[config.mk]
export PLATFORM = sky130hd
export DESIGN_NAME = line_scrub_ctrl
export DESIGN_NICKNAME = d
export VERILOG_FILES = /design/src/rtl/scrub_pkg.sv /design/src/rtl/scrub_secded.sv /design/src/rtl/scrub_timer.sv /design/src/rtl/scrub_ptr.sv /design/src/rtl/line_scrub_ctrl.sv
export SDC_FILE = /design/constraint.sdc
export NUM_CORES = 1
export LEC_CHECK = 0
export BUFFER_PORTS_ARGS = -buffer_cell sky130_fd_sc_hd__buf_2
export CORE_MARGIN = 1
export CORE_UTILIZATION = 44
export CTS_CLUSTER_DIAMETER = 100
export DETAILED_ROUTE_END_ITERATION = 10
export PLACE_DENSITY = 0.66
export SYNTH_ARGS = -nofsm -noshare
export SYNTH_HDL_FRONTEND = slang
export SYNTH_HIERARCHICAL = 1
export SYNTH_SLANG_ARGS = --single-unit
export TNS_END_PERCENT = 5
[constraint.sdc]
create_clock -name clk -period 3.5 [get_ports clk]
set_input_delay 0.525 -clock clk [delete_from_list [all_inputs] [get_ports clk]]
set_output_delay 0.525 -clock clk [all_outputs]
set_load 0.02 [all_outputs]
[src/rtl/scrub_pkg.sv]
package scrub_pkg;

  // number of Hamming check bits for dw data bits
  function automatic int chk_bits(input int dw);
    int p;
    p = 1;
    while ((1 << p) < dw + p + 1) p++;
    return p;
  endfunction

  // full codeword width: data + check bits + overall parity
  function automatic int cw_width(input int dw);
    return dw + chk_bits(dw) + 1;
  endfunction

  function automatic int idx_width(input int n);
    return (n > 1) ? $clog2(n) : 1;
  endfunction

  typedef enum logic [1:0] {
    ST_IDLE,
    ST_RD,
    ST_WAIT,
    ST_WR
  } scrub_state_t;

endpackage

[src/rtl/scrub_secded.sv]
module scrub_secded #(
  parameter int DATA_W = 8
) (
  input  logic [scrub_pkg::cw_width(DATA_W)-1:0] cw_in,
  output logic [scrub_pkg::cw_width(DATA_W)-1:0] cw_fix,
  output logic                                   err_corr,
  output logic                                   err_uncorr
);
  localparam int SYN_W = scrub_pkg::chk_bits(DATA_W);
  localparam int N     = DATA_W + SYN_W;
  localparam int CW    = N + 1;

  logic [SYN_W-1:0] syn;
  logic             ovr;
  logic             in_range;

  // syndrome: xor of the indices of all set bits in positions 1..N
  always_comb begin
    syn = '0;
    for (int i = 1; i <= N; i++) begin
      if (cw_in[i]) syn = syn ^ SYN_W'(i);
    end
    ovr = ^cw_in;
  end

  assign in_range   = (int'(syn) <= N);
  assign err_corr   = ovr && in_range;
  assign err_uncorr = (!ovr && (syn != '0)) || (ovr && !in_range);
  assign cw_fix     = err_corr ? (cw_in ^ (CW'(1) << syn)) : cw_in;

endmodule

[src/rtl/scrub_timer.sv]
module scrub_timer #(
  parameter int IVL_W = 16
) (
  input  logic             clk,
  input  logic             rst_n,
  input  logic [IVL_W-1:0] cfg_interval,
  input  logic [IVL_W-1:0] cfg_slack,
  input  logic             start,
  input  logic             req_valid,
  input  logic             req_ready,
  output logic             due,
  output logic             urgent
);
  logic [IVL_W-1:0] ivl_q;
  logic [IVL_W-1:0] age_q;
  logic [IVL_W-1:0] reload;

  assign reload = (cfg_interval == '0) ? '0 : cfg_interval - 1'b1;
  assign due    = (ivl_q == '0);

  // period counter: reloaded at refresh start, holds at zero when expired
  always_ff @(posedge clk or negedge rst_n) begin
    if (!rst_n)      ivl_q <= '0;
    else if (start)  ivl_q <= reload;
    else if (!due)   ivl_q <= ivl_q - 1'b1;
  end

  // age of the pending request, saturating
  always_ff @(posedge clk or negedge rst_n) begin
    if (!rst_n)                       age_q <= '0;
    else if (!req_valid || req_ready) age_q <= '0;
    else if (age_q != '1)             age_q <= age_q + 1'b1;
  end

  assign urgent = req_valid && (age_q >= cfg_slack);

  AST_RELOAD_GAP: assert property (@(posedge clk) disable iff (!rst_n)
    (start && cfg_interval > 1) |=> !due);
  AST_DUE_HOLD: assert property (@(posedge clk) disable iff (!rst_n)
    (due && !start) |=> due);
  AST_URGENT_KEEP: assert property (@(posedge clk) disable iff (!rst_n)
    (urgent && !req_ready) |=> (urgent || cfg_slack != $past(cfg_slack)));

endmodule

[src/rtl/scrub_ptr.sv]
module scrub_ptr #(
  parameter int NUM_BANKS = 4,
  parameter int NUM_LINES = 8,
  parameter int BANK_W    = 2,
  parameter int LINE_W    = 3
) (
  input  logic              clk,
  input  logic              rst_n,
  input  logic              advance,
  output logic [BANK_W-1:0] bank,
  output logic [LINE_W-1:0] line
);
  localparam logic [BANK_W-1:0] BANK_LAST = BANK_W'(NUM_BANKS - 1);
  localparam logic [LINE_W-1:0] LINE_LAST = LINE_W'(NUM_LINES - 1);

  logic              bank_last;
  logic [LINE_W-1:0] line_q;

  generate
    if (NUM_BANKS > 1) begin : g_multi
      logic [BANK_W-1:0] bank_q;
      always_ff @(posedge clk or negedge rst_n) begin
        if (!rst_n)       bank_q <= '0;
        else if (advance) bank_q <= (bank_q == BANK_LAST) ? '0 : bank_q + 1'b1;
      end
      assign bank_last = (bank_q == BANK_LAST);
      assign bank      = bank_q;
    end else begin : g_single
      assign bank_last = 1'b1;
      assign bank      = '0;
    end
  endgenerate

  always_ff @(posedge clk or negedge rst_n) begin
    if (!rst_n)                    line_q <= '0;
    else if (advance && bank_last) line_q <= (line_q == LINE_LAST) ? '0 : line_q + 1'b1;
  end

  assign line = line_q;

  AST_PTR_WRAP: assert property (@(posedge clk) disable iff (!rst_n)
    (advance && bank_last && line_q == LINE_LAST) |=> (line_q == '0 && bank == '0));

endmodule

[src/rtl/line_scrub_ctrl.sv]
module line_scrub_ctrl #(
  parameter int NUM_BANKS = 4,
  parameter int NUM_LINES = 8,
  parameter int DATA_W    = 8,
  parameter int IVL_W     = 16,
  parameter int CNT_W     = 16
) (
  input  logic                                          clk,
  input  logic                                          rst_n,
  input  logic [IVL_W-1:0]                              cfg_interval,
  input  logic [IVL_W-1:0]                              cfg_slack,
  input  logic                                          cfg_force_wb,
  output logic                                          req_valid,
  input  logic                                          req_ready,
  output logic                                          req_write,
  output logic [scrub_pkg::idx_width(NUM_BANKS)-1:0]    req_bank,
  output logic [scrub_pkg::idx_width(NUM_LINES)-1:0]    req_line,
  output logic [scrub_pkg::cw_width(DATA_W)-1:0]        req_wdata,
  output logic                                          req_urgent,
  input  logic                                          rsp_valid,
  output logic                                          rsp_ready,
  input  logic [scrub_pkg::cw_width(DATA_W)-1:0]        rsp_data,
  output logic                                          err_flag,
  output logic [scrub_pkg::idx_width(NUM_BANKS)-1:0]    err_bank,
  output logic [scrub_pkg::idx_width(NUM_LINES)-1:0]    err_line,
  output logic [CNT_W-1:0]                              cnt_refresh,
  output logic [CNT_W-1:0]                              cnt_writeback,
  output logic [CNT_W-1:0]                              cnt_uncorr
);
  import scrub_pkg::*;

  localparam int BANK_W = idx_width(NUM_BANKS);
  localparam int LINE_W = idx_width(NUM_LINES);
  localparam int CW     = cw_width(DATA_W);

  scrub_state_t      state_q;
  logic              due;
  logic              start;
  logic              advance;
  logic              rsp_take;
  logic              need_wb;
  logic [CW-1:0]     dec_fix;
  logic              dec_corr;
  logic              dec_uncorr;
  logic [CW-1:0]     wdata_q;
  logic [BANK_W-1:0] ptr_bank;
  logic [LINE_W-1:0] ptr_line;

  assign start    = (state_q == ST_IDLE) && due;
  assign rsp_take = (state_q == ST_WAIT) && rsp_valid;
  assign need_wb  = !dec_uncorr && (dec_corr || cfg_force_wb);
  assign advance  = (rsp_take && !need_wb) || (state_q == ST_WR && req_ready);

  scrub_timer #(.IVL_W(IVL_W)) u_timer (
    .clk          (clk),
    .rst_n        (rst_n),
    .cfg_interval (cfg_interval),
    .cfg_slack    (cfg_slack),
    .start        (start),
    .req_valid    (req_valid),
    .req_ready    (req_ready),
    .due          (due),
    .urgent       (req_urgent)
  );

  scrub_ptr #(
    .NUM_BANKS (NUM_BANKS),
    .NUM_LINES (NUM_LINES),
    .BANK_W    (BANK_W),
    .LINE_W    (LINE_W)
  ) u_ptr (
    .clk     (clk),
    .rst_n   (rst_n),
    .advance (advance),
    .bank    (ptr_bank),
    .line    (ptr_line)
  );

  scrub_secded #(.DATA_W(DATA_W)) u_dec (
    .cw_in      (rsp_data),
    .cw_fix     (dec_fix),
    .err_corr   (dec_corr),
    .err_uncorr (dec_uncorr)
  );

  // refresh sequencer
  always_ff @(posedge clk or negedge rst_n) begin
    if (!rst_n) begin
      state_q <= ST_IDLE;
      wdata_q <= '0;
    end else begin
      case (state_q)
        ST_IDLE: if (due) state_q <= ST_RD;
        ST_RD:   if (req_ready) state_q <= ST_WAIT;
        ST_WAIT: if (rsp_valid) begin
          if (need_wb) begin
            state_q <= ST_WR;
            wdata_q <= dec_fix;
          end else begin
            state_q <= ST_IDLE;
          end
        end
        ST_WR:   if (req_ready) state_q <= ST_IDLE;
        default: state_q <= ST_IDLE;
      endcase
    end
  end

  // uncorrectable record and event counters
  always_ff @(posedge clk or negedge rst_n) begin
    if (!rst_n) begin
      err_flag      <= 1'b0;
      err_bank      <= '0;
      err_line      <= '0;
      cnt_refresh   <= '0;
      cnt_writeback <= '0;
      cnt_uncorr    <= '0;
    end else begin
      if (rsp_take && dec_uncorr) begin
        err_flag   <= 1'b1;
        err_bank   <= ptr_bank;
        err_line   <= ptr_line;
        cnt_uncorr <= cnt_uncorr + 1'b1;
      end
      if (state_q == ST_RD && req_ready) cnt_refresh   <= cnt_refresh + 1'b1;
      if (state_q == ST_WR && req_ready) cnt_writeback <= cnt_writeback + 1'b1;
    end
  end

  assign req_valid = (state_q == ST_RD) || (state_q == ST_WR);
  assign req_write = (state_q == ST_WR);
  assign req_bank  = ptr_bank;
  assign req_line  = ptr_line;
  assign req_wdata = wdata_q;
  assign rsp_ready = (state_q == ST_WAIT);

  AST_REQ_HOLD: assert property (@(posedge clk) disable iff (!rst_n)
    (req_valid && !req_ready) |=> (req_valid && $stable(req_write) && $stable(req_bank)
                                   && $stable(req_line) && $stable(req_wdata)));
  AST_CLEAN_NO_WB: assert property (@(posedge clk) disable iff (!rst_n)
    (rsp_valid && rsp_ready && !dec_corr && !dec_uncorr && !cfg_force_wb) |=> !req_valid);
  AST_CORR_WB: assert property (@(posedge clk) disable iff (!rst_n)
    (rsp_valid && rsp_ready && dec_corr) |=> (req_valid && req_write));
  AST_UNCORR_NO_WB: assert property (@(posedge clk) disable iff (!rst_n)
    (rsp_valid && rsp_ready && dec_uncorr) |=> (!req_valid && err_flag));
  AST_ERR_STICKY: assert property (@(posedge clk) disable iff (!rst_n)
    err_flag |=> err_flag);
  AST_STRAY_RSP: assert property (@(posedge clk) disable iff (!rst_n)
    (rsp_valid && !rsp_ready) |=> $stable(cnt_uncorr));

endmodule

==> metrics.yaml <==
worst_setup_path:
  crit_arrival_ns: 2.70
  cp_cell_sequence: "inv_1, ha_1, nand2b_1, a2111o_1, a2111oi_0, buf_4, o22ai_1, buf_2"
  worst_ep_required_time_ns: 2.97
  critical_path.max_stage_delay_ns: 0.58
  end_kind: "output pin"
  critPathMaxFanout: 5
  timing.critical_path.max_delay_family: "compound AO/OA/AOI/OAI gates"
  crit_slowest_cell: "a2111oi_0"
  timing.reg2reg.setup_slack_ns: 0.63
  critPathBufInv: 3
  cp-start-kind: "flop"
  timing.setup.critical_path_class: "flop to output pin"
floorplanning:
  floorplan.die.width_um: 125
  initial_core_util_pct: 45.4
  num_rows: 44
  chipHeight_um: 125
  die_area_um2: 15500
  num_io_pins: 126
  core_area_um2: 14600
worst_hold_path:
  hp-class: "input port to asynchronous set/reset pin"
sta:
  min_period_over_period_pct: 92.2
  maxSlewHeadroom_pct: 45.2
  rsz0062_at_grt: "false"
  final_period_minus_worst_setup_slack_ns: 3.23
  number_of_setup_violations_in_the_final_report: 0
  finalWorstSetupSlack_ns: 0.272
  final_slew_viol_count: 0
  fmaxAchievable_ghz: 0.310
  max_slew.worst_pin.slew_ns: 0.815
  timing.final.hold_violations: 0
  fin_worst_skew_ns: 0.00865
  totalNegativeSetupSlack_ns: 0
power:
  vdd.ir_drop.worst_uv: 239
  fin_total_pwr_mw: 2.62
  static-leakage-power_nw: 3.78
  cellPowerDensity_nw_per_um2: 337
global_routing:
  antenna_violations_before_repair: 0
  grt-ovfl-total: 0
  global_route_wire_length_before_repair_um: 25100
  aggregate_global_route_resource_usage_pct: 19.9
  grt_start_max_net_pins: 60
  grt_pass1_vias: 5194
drt:
  vias_cell: 5.52
  drt_iter0_drc: 340
  avgRoutedWirePerCell_um: 15.7
  routed_wl_um: 14800
  num_vias: 5233
  drt.antenna.violating_nets: 0
  drt_pre_antenna_iters: 5
  drc: 0
placed_design:
  portBuffers: 125
  post-place-ws_ns: 0.259
  post_dp_hpwl_um: 11200
  gpl.final_weighted_congestion: 0.821
  post-place-cells: 932
synth:
  seq_area_frac_synth_pct: 40.1
  synthArstFlopShare_pct: 100
  netlist_instances: 630
  synth_compound_area_share_pct: 8.75
  post_synth_xor_area_fraction_pct: 16.3
  post_synth.cell_area_avg_um2: 10.5
  largest_family_of_logic_cells_by_synthesized_area: "simple AND/OR/NAND/NOR gates"
  yosys_register_bits: 106
  synth_ff_type: "dfrtp_1"
  synth.net_count: 707
  syn-cell-area_um2: 6620
  simple_gate_share_of_the_synthesized_area_pct: 21.6
  synth_warn: 6
  synthDistinctLibCells: 72
  yosys-mux-area-fraction_pct: 5.33
  synth-edff-count: 0
  post_synth_fa_ha_maj_area_fraction_pct: 5.10
clock_network:
  postCtsResizedCells: 0
  cts_max_path_buffers: 2
  postCtsSetupBuffers: 0
  clock_latency_late_sink_ns: 0.36
  clk_root_buffer_cell: "clkbuf_16"
  tritoncts_clock_tree: "built"
  htreeDepth: 3
  clkSlewWorstSetupHoldPaths_ns: 0.07
  cts_buffers: 9
  cts_hold_buf: 0
  cts_sinks: 106
flow_run:
  maxCapViolations: 0
layout:
  nets: 836
  layout.filler_cells: 1324
  area_growth_pct: 17.4
  n_antenna_cell: 0
  drive_above_1_share_pct: 27.4
  layout.cells.non_filler: 948
run_status:
  outcome: "finished, final reports clean"
==> layout by cell type (no fill, tap or decap), types with 6 or more instances in the layout <==
master | netlist | layout
mux2_2 | 22 | 22
a31oi_1 | 7 | 7
xnor2_1 | 53 | 53
mux2i_1 | 6 | 6
nor4_1 | 10 | 10
nor4_4 | 7 | 7
o22ai_1 | 11 | 11
o21ai_0 | 13 | 13
dfrtp_1 | 106 | 106
buf_2 | 4 | 124
o21ai_1 | 12 | 12
ha_1 | 27 | 27
nand3_1 | 30 | 30
nand4_1 | 23 | 23
buf_4 | 1 | 6
xor2_1 | 29 | 29
a21oi_1 | 14 | 14
inv_1 | 34 | 34
nand2_1 | 42 | 42
and3_1 | 11 | 11
nor4_2 | 6 | 6
nor2_1 | 34 | 34
nor3_1 | 18 | 18
clkbuf_16 | 0 | 9
==> cell usage after synthesis (3+ instances only) <==
master | n | area share, %
a211oi_1 | 5 | 0.57
nor4_2 | 6 | 1.1
clkbuf_1 | 7 | 0.40
dfrtp_1 | 106 | 40
nand3_1 | 30 | 2.3
nand2_1 | 42 | 2.4
buf_2 | 4 | 0.30
and4_1 | 5 | 0.66
o22ai_1 | 11 | 1.0
xor2_1 | 29 | 3.8
and3_1 | 11 | 1.0
nor3_1 | 18 | 1.4
or2_2 | 4 | 0.38
inv_1 | 34 | 1.9
or3_1 | 4 | 0.38
nor4_4 | 7 | 2.2
nand2b_1 | 3 | 0.28
o311ai_0 | 3 | 0.40
and2_1 | 5 | 0.47
nor2b_1 | 5 | 0.47
a21oi_1 | 14 | 1.1
o21ai_0 | 13 | 0.98
ha_1 | 27 | 5.1
mux2_2 | 22 | 3.7
o21ai_1 | 12 | 0.91
xnor2_1 | 53 | 7.0
mux2_4 | 3 | 0.68
mux2i_1 | 6 | 0.91
nor4_1 | 10 | 0.95
a31oi_1 | 7 | 0.66
nand3b_1 | 4 | 0.45
nor2_1 | 34 | 1.9
xnor2_4 | 4 | 1.7
nor4b_1 | 3 | 0.40
nand4_1 | 23 | 2.2
o221ai_1 | 3 | 0.40
xnor2_2 | 5 | 1.2
or4_1 | 4 | 0.45
==> layout make-up <==
type / instances / area, um2 / share of cell area (%)
inverters: 34 / 128 / 1.64
multi-input cells: 477 / 3770 / 48.6
clock inverters: 6 / 73.8 / 0.950
flip-flops and latches: 106 / 2650 / 34.1
clock buffers: 10 / 229 / 2.95
well taps: 184 / 230 / 2.96
repair buffers: 131 / 686 / 8.82
==> layer usage <==
metal | track usage [%] | routed length (um) | up-vias
met1 | 25.4 | 6650 | 2552
met2 | 33.4 | 7400 | 129
met4 | 8.29 | 227 | 0
li1 | - | - | 2537
met5 | 0 | 0 | -
met3 | 3.18 | 575 | 15
==> state kept, by name, indices dropped and copies added (netlist names) <==
| name | cells |
|---|---|
| err_line | 3 |
| cnt_uncorr | 16 |
| u_ptr/bank | 2 |
| req_wdata | 13 |
| err_bank | 2 |
| state_q | 2 |
| u_timer/age_q | 16 |
| u_timer/ivl_q | 16 |
| err_flag | 1 |
| cnt_writeback | 16 |
| cnt_refresh | 16 |
| u_ptr/line | 3 |
==> through the flow <==
stage | instance area, um2 | hold WS, ns | util [%]
3_3_place_gp | 7470 | 0.449 | 51.2
3_5_place_dp | 7470 | 0.450 | 51.2
4_1_cts | 7770 | 0.204 | 53.3
6_report | 7770 | 0.180 | 53.3
2_1_floorplan | 6620 | 0.229 | -
5_1_grt | 7770 | 0.235 | 53.3
==> final timing paths <==
kind | start | end | cells past startpoint
max reg2reg | u_timer/ivl_q[0]$_DFFE_PN0P_ | u_timer/ivl_q[3]$_DFFE_PN0P_ | 10
min | rst_n | cnt_uncorr[15]$_DFFE_PN0P_ | 1
max | u_timer/age_q[0]$_DFFE_PN0P_ | req_urgent | 8
max in group asynchronous | rst_n | u_timer/age_q[6]$_DFFE_PN0P_ | 2
min reg2reg | err_flag$_DFFE_PN0P_ | err_flag$_DFFE_PN0P_ | 1
min in group clk | cfg_interval[0] | u_timer/ivl_q[0]$_DFFE_PN0P_ | 2
==> logic make-up (layout without fill, tap and decap cells) <==
family,after synthesis,in the layout
AOI/OAI and AO/OA,89,89
buffers and inverters,47,181
muxes,31,31
and+or+nand+nor,232,232
DFF,106,106
xor gates and xnor gates,98,98
adders and majority gates,27,27
==> power by group <==
part           internal, mW  total [mW]  leakage [nW]  switching (mW)
Clock                 0.566        1.05         0.146           0.485
Combinational         0.144       0.348          2.21           0.204
Sequential             1.22        1.22          1.42               0
Power figures use the tool's default switching activity.
